### config.mk
export PLATFORM = sky130hd
export DESIGN_NAME = alarm_irq_ctrl
export DESIGN_NICKNAME = d
export VERILOG_FILES = /design/src/rtl/alarm_irq_pkg.sv /design/src/rtl/alarm_sync.sv /design/src/rtl/alarm_event_latch.sv /design/src/rtl/alarm_irq_ctrl.sv
export SDC_FILE = /design/constraint.sdc
export NUM_CORES = 1
export LEC_CHECK = 0
export ABC_AREA = 1
export BUFFER_PORTS_ARGS = -buffer_cell sky130_fd_sc_hd__buf_4
export CAP_MARGIN = 10
export CORE_ASPECT_RATIO = 0.8
export CORE_MARGIN = 1
export CORE_UTILIZATION = 60
export CTS_BUF_LIST = sky130_fd_sc_hd__clkbuf_4 sky130_fd_sc_hd__clkbuf_8
export CTS_CLUSTER_DIAMETER = 40
export DETAILED_ROUTE_END_ITERATION = 8
export GPL_TIMING_DRIVEN = 0
export PLACE_DENSITY = 0.91
export SKIP_CTS_REPAIR_TIMING = 1
export SLEW_MARGIN = 20
export SYNTH_ARGS = -nofsm -noshare
export SYNTH_HDL_FRONTEND = slang
export SYNTH_SLANG_ARGS = --single-unit
### constraint.sdc
create_clock -name clk -period 1.1 [get_ports clk]
set_input_delay 0.11 -clock clk [delete_from_list [all_inputs] [get_ports clk]]
set_output_delay 0.11 -clock clk [all_outputs]
set_load 0.02 [all_outputs]
### src/rtl/alarm_irq_pkg.sv
// Package: register selects shared by the alarm status block and its bench.
package alarm_irq_pkg;

    // Register select codes; the host-visible map depends on these values.
    typedef enum logic [2:0] {
        SEL_LIVE       = 3'd0,
        SEL_ONSET      = 3'd1,
        SEL_RECOV      = 3'd2,
        SEL_ONSET_MASK = 3'd3,
        SEL_RECOV_MASK = 3'd4
    } alarm_sel_e;

endpackage

### src/rtl/alarm_sync.sv
// Module: alarm_sync
// Brings N asynchronous condition levels into the clock domain through two
// flops. It keeps one more registered copy so that one-cycle rise and fall
// pulses can be formed. Assumes each raw input holds a level for several
// clocks; shorter glitches may be missed.
module alarm_sync #(
    parameter int N_COND = 8
) (
    input  logic              clk,
    input  logic              rst_n,
    input  logic [N_COND-1:0] raw,
    output logic [N_COND-1:0] lvl,
    output logic [N_COND-1:0] rise,
    output logic [N_COND-1:0] fall
);
    logic [N_COND-1:0] meta_q;
    logic [N_COND-1:0] sync_q;
    logic [N_COND-1:0] prev_q;

    // Two-stage synchronizer followed by a history register for edge detect.
    always_ff @(posedge clk) begin
        if (!rst_n) begin
            meta_q <= '0;
            sync_q <= '0;
            prev_q <= '0;
        end else begin
            meta_q <= raw;
            sync_q <= meta_q;
            prev_q <= sync_q;
        end
    end

    // Edge pulses compare the synchronized level with its previous value.
    always_comb begin
        lvl  = sync_q;
        rise = sync_q & ~prev_q;
        fall = ~sync_q & prev_q;
    end

endmodule

### src/rtl/alarm_event_latch.sv
// Module: alarm_event_latch
// A bank of sticky flags. A one-cycle set pulse sets a flag. A clear pulse
// clears it, and a set in the same cycle overrides the clear. Assumes the
// set pulses are edge events, so a held condition does not re-set a flag.
module alarm_event_latch #(
    parameter int N_COND = 8
) (
    input  logic              clk,
    input  logic              rst_n,
    input  logic [N_COND-1:0] set,
    input  logic [N_COND-1:0] clr,
    output logic [N_COND-1:0] q
);
    for (genvar gi = 0; gi < N_COND; gi++) begin : g_bit
        logic flag_q;

        // Per-bit sticky flag; the set term is OR-ed last so it wins.
        always_ff @(posedge clk) begin
            if (!rst_n) flag_q <= 1'b0;
            else        flag_q <= set[gi] | (flag_q & ~clr[gi]);
        end

        assign q[gi] = flag_q;

        AST_SET_WINS: assert property (@(posedge clk) disable iff (!rst_n)
            set[gi] |=> q[gi]);
        AST_CLR_TAKES: assert property (@(posedge clk) disable iff (!rst_n)
            (clr[gi] && !set[gi]) |=> !q[gi]);
        AST_ONLY_EVENT_SETS: assert property (@(posedge clk) disable iff (!rst_n)
            $rose(q[gi]) |-> $past(set[gi]));
    end

endmodule

### src/rtl/alarm_irq_ctrl.sv
// Module: alarm_irq_ctrl (top)
// Host-facing status block for a bank of alarm conditions. It provides live
// levels, onset flags and recovery flags (write-1-to-clear), two mask
// registers and an active-low interrupt. Assumes a single-cycle register port.
// Read data is registered, so it shows the selected register one clock after
// the address is presented.
module alarm_irq_ctrl
    import alarm_irq_pkg::*;
#(
    parameter int N_COND = 8
) (
    input  logic              clk,
    input  logic              rst_n,
    input  logic [N_COND-1:0] raw_cond,
    input  logic [2:0]        addr,
    input  logic              wr_en,
    input  logic [N_COND-1:0] wr_data,
    output logic [N_COND-1:0] rd_data,
    output logic              irq_n
);
    logic [N_COND-1:0] lvl, rise, fall;
    logic [N_COND-1:0] onset_q, recov_q;
    logic [N_COND-1:0] onset_clr, recov_clr;
    logic [N_COND-1:0] onset_mask_q, recov_mask_q;
    logic              pending;
    alarm_sel_e        sel;

    assign sel = alarm_sel_e'(addr);

    alarm_sync #(.N_COND(N_COND)) u_sync (
        .clk(clk), .rst_n(rst_n), .raw(raw_cond),
        .lvl(lvl), .rise(rise), .fall(fall)
    );

    alarm_event_latch #(.N_COND(N_COND)) u_onset (
        .clk(clk), .rst_n(rst_n), .set(rise), .clr(onset_clr), .q(onset_q)
    );

    alarm_event_latch #(.N_COND(N_COND)) u_recov (
        .clk(clk), .rst_n(rst_n), .set(fall), .clr(recov_clr), .q(recov_q)
    );

    // Write decode: clear strobes go only to the flag bank being addressed.
    always_comb begin
        onset_clr = (wr_en && sel == SEL_ONSET) ? wr_data : '0;
        recov_clr = (wr_en && sel == SEL_RECOV) ? wr_data : '0;
    end

    // Mask registers are plain read/write storage.
    always_ff @(posedge clk) begin
        if (!rst_n) begin
            onset_mask_q <= '0;
            recov_mask_q <= '0;
        end else if (wr_en) begin
            if (sel == SEL_ONSET_MASK) onset_mask_q <= wr_data;
            if (sel == SEL_RECOV_MASK) recov_mask_q <= wr_data;
        end
    end

    // Registered read mux; reads have no side effects on any state.
    always_ff @(posedge clk) begin
        if (!rst_n) begin
            rd_data <= '0;
        end else begin
            case (sel)
                SEL_LIVE:       rd_data <= lvl;
                SEL_ONSET:      rd_data <= onset_q;
                SEL_RECOV:      rd_data <= recov_q;
                SEL_ONSET_MASK: rd_data <= onset_mask_q;
                SEL_RECOV_MASK: rd_data <= recov_mask_q;
                default:        rd_data <= '0;
            endcase
        end
    end

    // Interrupt aggregation: any enabled flag pulls the output low.
    assign pending = |((onset_q & onset_mask_q) | (recov_q & recov_mask_q));

    always_ff @(posedge clk) begin
        if (!rst_n) irq_n <= 1'b1;
        else        irq_n <= ~pending;
    end

    AST_IRQ_IDLE_NO_FLAGS: assert property (@(posedge clk) disable iff (!rst_n)
        ((onset_q | recov_q) == '0) |=> irq_n);
    AST_IRQ_IDLE_ALL_MASKED: assert property (@(posedge clk) disable iff (!rst_n)
        (onset_mask_q == '0 && recov_mask_q == '0) |=> irq_n);
    AST_IRQ_NEEDS_FLAG: assert property (@(posedge clk) disable iff (!rst_n)
        $fell(irq_n) |-> $past(|(onset_q | recov_q)));
    AST_LIVE_WRITE_INERT: assert property (@(posedge clk) disable iff (!rst_n)
        (wr_en && sel == SEL_LIVE) |=> ($stable(onset_mask_q) && $stable(recov_mask_q)));

endmodule

==> results.json <==
{
  "status": "complete, but fails checks",
  "violations": "hold timing",
  "synth_cell_type_count": 20,
  "cts-buffers-inserted": 9,
  "synth_area_leaders": "dfxtp_1, nand2_1, nand3_1",
  "yosysMostFrequentCell": "nand2_1",
  "core_um2": 4257,
  "overflow": 0,
  "crit_type": "reg2reg",
  "slew_headroom": 0.5922,
  "synth_edf_count": 0,
  "grt_max_degree": 12,
  "drt_pre_antenna_iters": 6,
  "cts_tree": "done",
  "dp.cells": 438,
  "min_path_type": "in2reg",
  "ys.warnings.count": 0,
  "leakage_nw": 1.469,
  "grt_pass1_wl_mm": 11.07,
  "intPower_mw": 3.734,
  "setup.worst_path.end_class": "flip-flop",
  "crit_arrival_ns": 1.25,
  "die-area_um2": 4787,
  "max_freq_ghz": 1.038,
  "drt_iter0_drc": 352,
  "vias": 2582,
  "cts_sinks": 65,
  "syn_inst": 355,
  "postLayoutCellArea_um2": 3244,
  "die_w_um": 77.11,
  "async_reset_ff_frac": 0,
  "worstPathRequired_ns": 1.39,
  "antenna_left": 0,
  "n_antenna_cell": 0,
  "ys_ff_latch": 65,
  "synth_ff_type": "dfxtp_1",
  "grt_setup_unrepaired": "no",
  "routabilityCongestion": 0.9265,
  "vdd_drop_max_v": 0.001166,
  "wl_mm": 7.002,
  "slowest_delay_ns": 0.35,
  "finalPower_mw": 4.982,
  "fill_cells": 319,
  "syn_nets": 377,
  "drive_above_1_share": 0.1658,
  "clock_power_share": 0.409,
  "vias_per_cell": 5.601,
  "critPathBufInv": 0,
  "route.detailed.drc": 0,
  "row_count": 21,
  "pwr-share-seq": 0.501,
  "max-cap-violations": 0,
  "antenna_found_initial": 0,
  "clk_pin_slew_ns": 0.07,
  "syn_area_per_cell_um2": 7.627,
  "synth_top_area_cell": "dfxtp_1",
  "setup_viol": 0,
  "synthTopCellsByCount": "nand2_1, dfxtp_1, nand3_1",
  "cts_root_buf": "clkbuf_8",
  "start_kind": "flip-flop",
  "power_density_nw_per_um2": 1536,
  "grt_usage": 0.3195,
  "final_max_slew_viol_count": 0,
  "cp_max_fo": 3,
  "cts_buffer_depth": 2,
  "min_period_ns": 0.9636,
  "synth_top_area_share": 0.4806,
  "p_switching_mw": 1.248,
  "hold_viol_final": 1,
  "tightest_slew_ns": 0.6118,
  "comb_power_share": 0.090,
  "finClkSkew_ns": 0.006231,
  "htreeDepth": 3,
  "portBuffers": 26,
  "grt_pass1_vias": 2349,
  "cp_cell_sequence": "nand2_1 -> nand3_1 -> nor2_1 -> nand3_1 -> nand2_1",
  "crit_family": "simple AND/OR/NAND/NOR gates",
  "wl_per_cell_um": 15.19,
  "slowest_stage": "dfxtp_1",
  "initial_utilization": 0.6361,
  "placed_cell_area_um2": 2974,
  "ys_seq_area_frac": 0.4806,
  "syn_area_um2": 2708,
  "period_share": 0.8760,
  "clk_latency_ns": 0.35,
  "io_pins": 31,
  "fin_cells": 461,
  "final_nets": 421,
  "place_hpwl_mm": 4.617,
  "die_y_um": 62.09,
  "sw_frac_of_total": 0.2505,
  "holdWs_ns": -0.006065,
  "area_growth_pct": 19.82
}
==> state kept, by name, summed over array words and instances (netlist names) <==
register              cells
irq_n                     1
onset_mask_q              8
u_sync.lvl                8
u_sync.prev_q             8
u_sync.meta_q             8
recov_mask_q              8
rd_data                   8
u_recov.g_bit.flag_q      8
u_onset.g_bit.flag_q      8
==> final cells by class <==
class | count | area [um2] | share of cell area
buffer | 21 | 148.9 | 0.04589
clock buffer | 11 | 145.1 | 0.04474
clock inverter | 5 | 55.05 | 0.01697
inverter | 45 | 172.7 | 0.05322
multi-input combinational | 224 | 1085 | 0.3344
sequential | 65 | 1301 | 0.4011
tap | 57 | 71.32 | 0.02198
timing repair buffer | 33 | 265.3 | 0.08176
==> power by group through the flow <==
stage	clock network, mW	logic [mW]	registers [mW]
2_1_floorplan	0	0.250	2.54
3_3_place_gp	0	0.403	2.54
3_5_place_dp	0	0.415	2.55
4_1_cts	2.05	0.419	2.50
5_1_grt	2.15	0.487	2.50
6_report	2.04	0.449	2.50
==> tightest hold or removal path, cell delays in order <==
cell and delay (ns):
buf_4 0.09, nand2_1 0.07, inv_1 0.06
==> cells in the final DEF (no fill, tap or decap) <==
cell / instances
nand3_2: 5
buf_4: 29
inv_1: 42
dfxtp_1: 65
buf_2: 4
clkinv_2: 3
nor2_4: 2
a21oi_1: 24
bufinv_16: 1
buf_6: 5
inv_2: 1
clkbuf_4: 1
dlygate4sd3_1: 7
nand4_1: 21
o21ai_0: 16
nor2_1: 19
nand2_1: 83
clkinvlp_4: 2
inv_4: 1
nor2_8: 1
buf_12: 1
nand3_4: 1
clkbuf_8: 10
clkbuf_1: 8
nand3_1: 52
==> final timing paths <==
path,startpoint,depth (start not counted),endpoint,slack (ns)
max,u_onset.g_bit[5].flag_q,5,irq_n,0.14
min reg2reg,u_sync.meta_q[2],2,u_sync.lvl[2],0.41
min,raw_cond[5],3,u_sync.meta_q[5],-0.006
max reg2reg,u_onset.g_bit[5].flag_q,5,irq_n,0.14
==> layer usage <==
metal	up-vias	share of wire	GRT usage
met5	-	0	0
met4	0	0.017	0.1509
met3	22	0.11	0.1241
met1	1146	0.39	0.3783
li1	1244	-	-
met2	170	0.48	0.5281
==> per-stage QoR <==
| stage | hold WS, ns | setup TNS (ns) | util | setup WS [ns] |
|---|---|---|---|---|
| 3_5_place_dp | 0.2965 | -2.044 | 0.6987 | -0.1653 |
| 3_3_place_gp | 0.2897 | -1.046 | 0.6987 | -0.1161 |
| 6_report | -0.006065 | 0 | 0.7622 | 0.1364 |
| 5_1_grt | 0.01615 | 0 | 0.7622 | 0.05024 |
| 2_1_floorplan | 0.2076 | 0 | - | 0.1628 |
| 4_1_cts | -0.07567 | 0 | 0.7457 | 0.1644 |
==> cell families (layout without fill, tap and decap cells) <==
logic type | after synthesis | count (layout) | synth area share
buffers and inverters | 66 | 115 | 0.1188
and+or+nand+nor | 184 | 184 | 0.3267
AOI/OAI and AO/OA | 40 | 40 | 0.07394
DFF | 65 | 65 | 0.4806
Power figures use the tool's default switching activity.
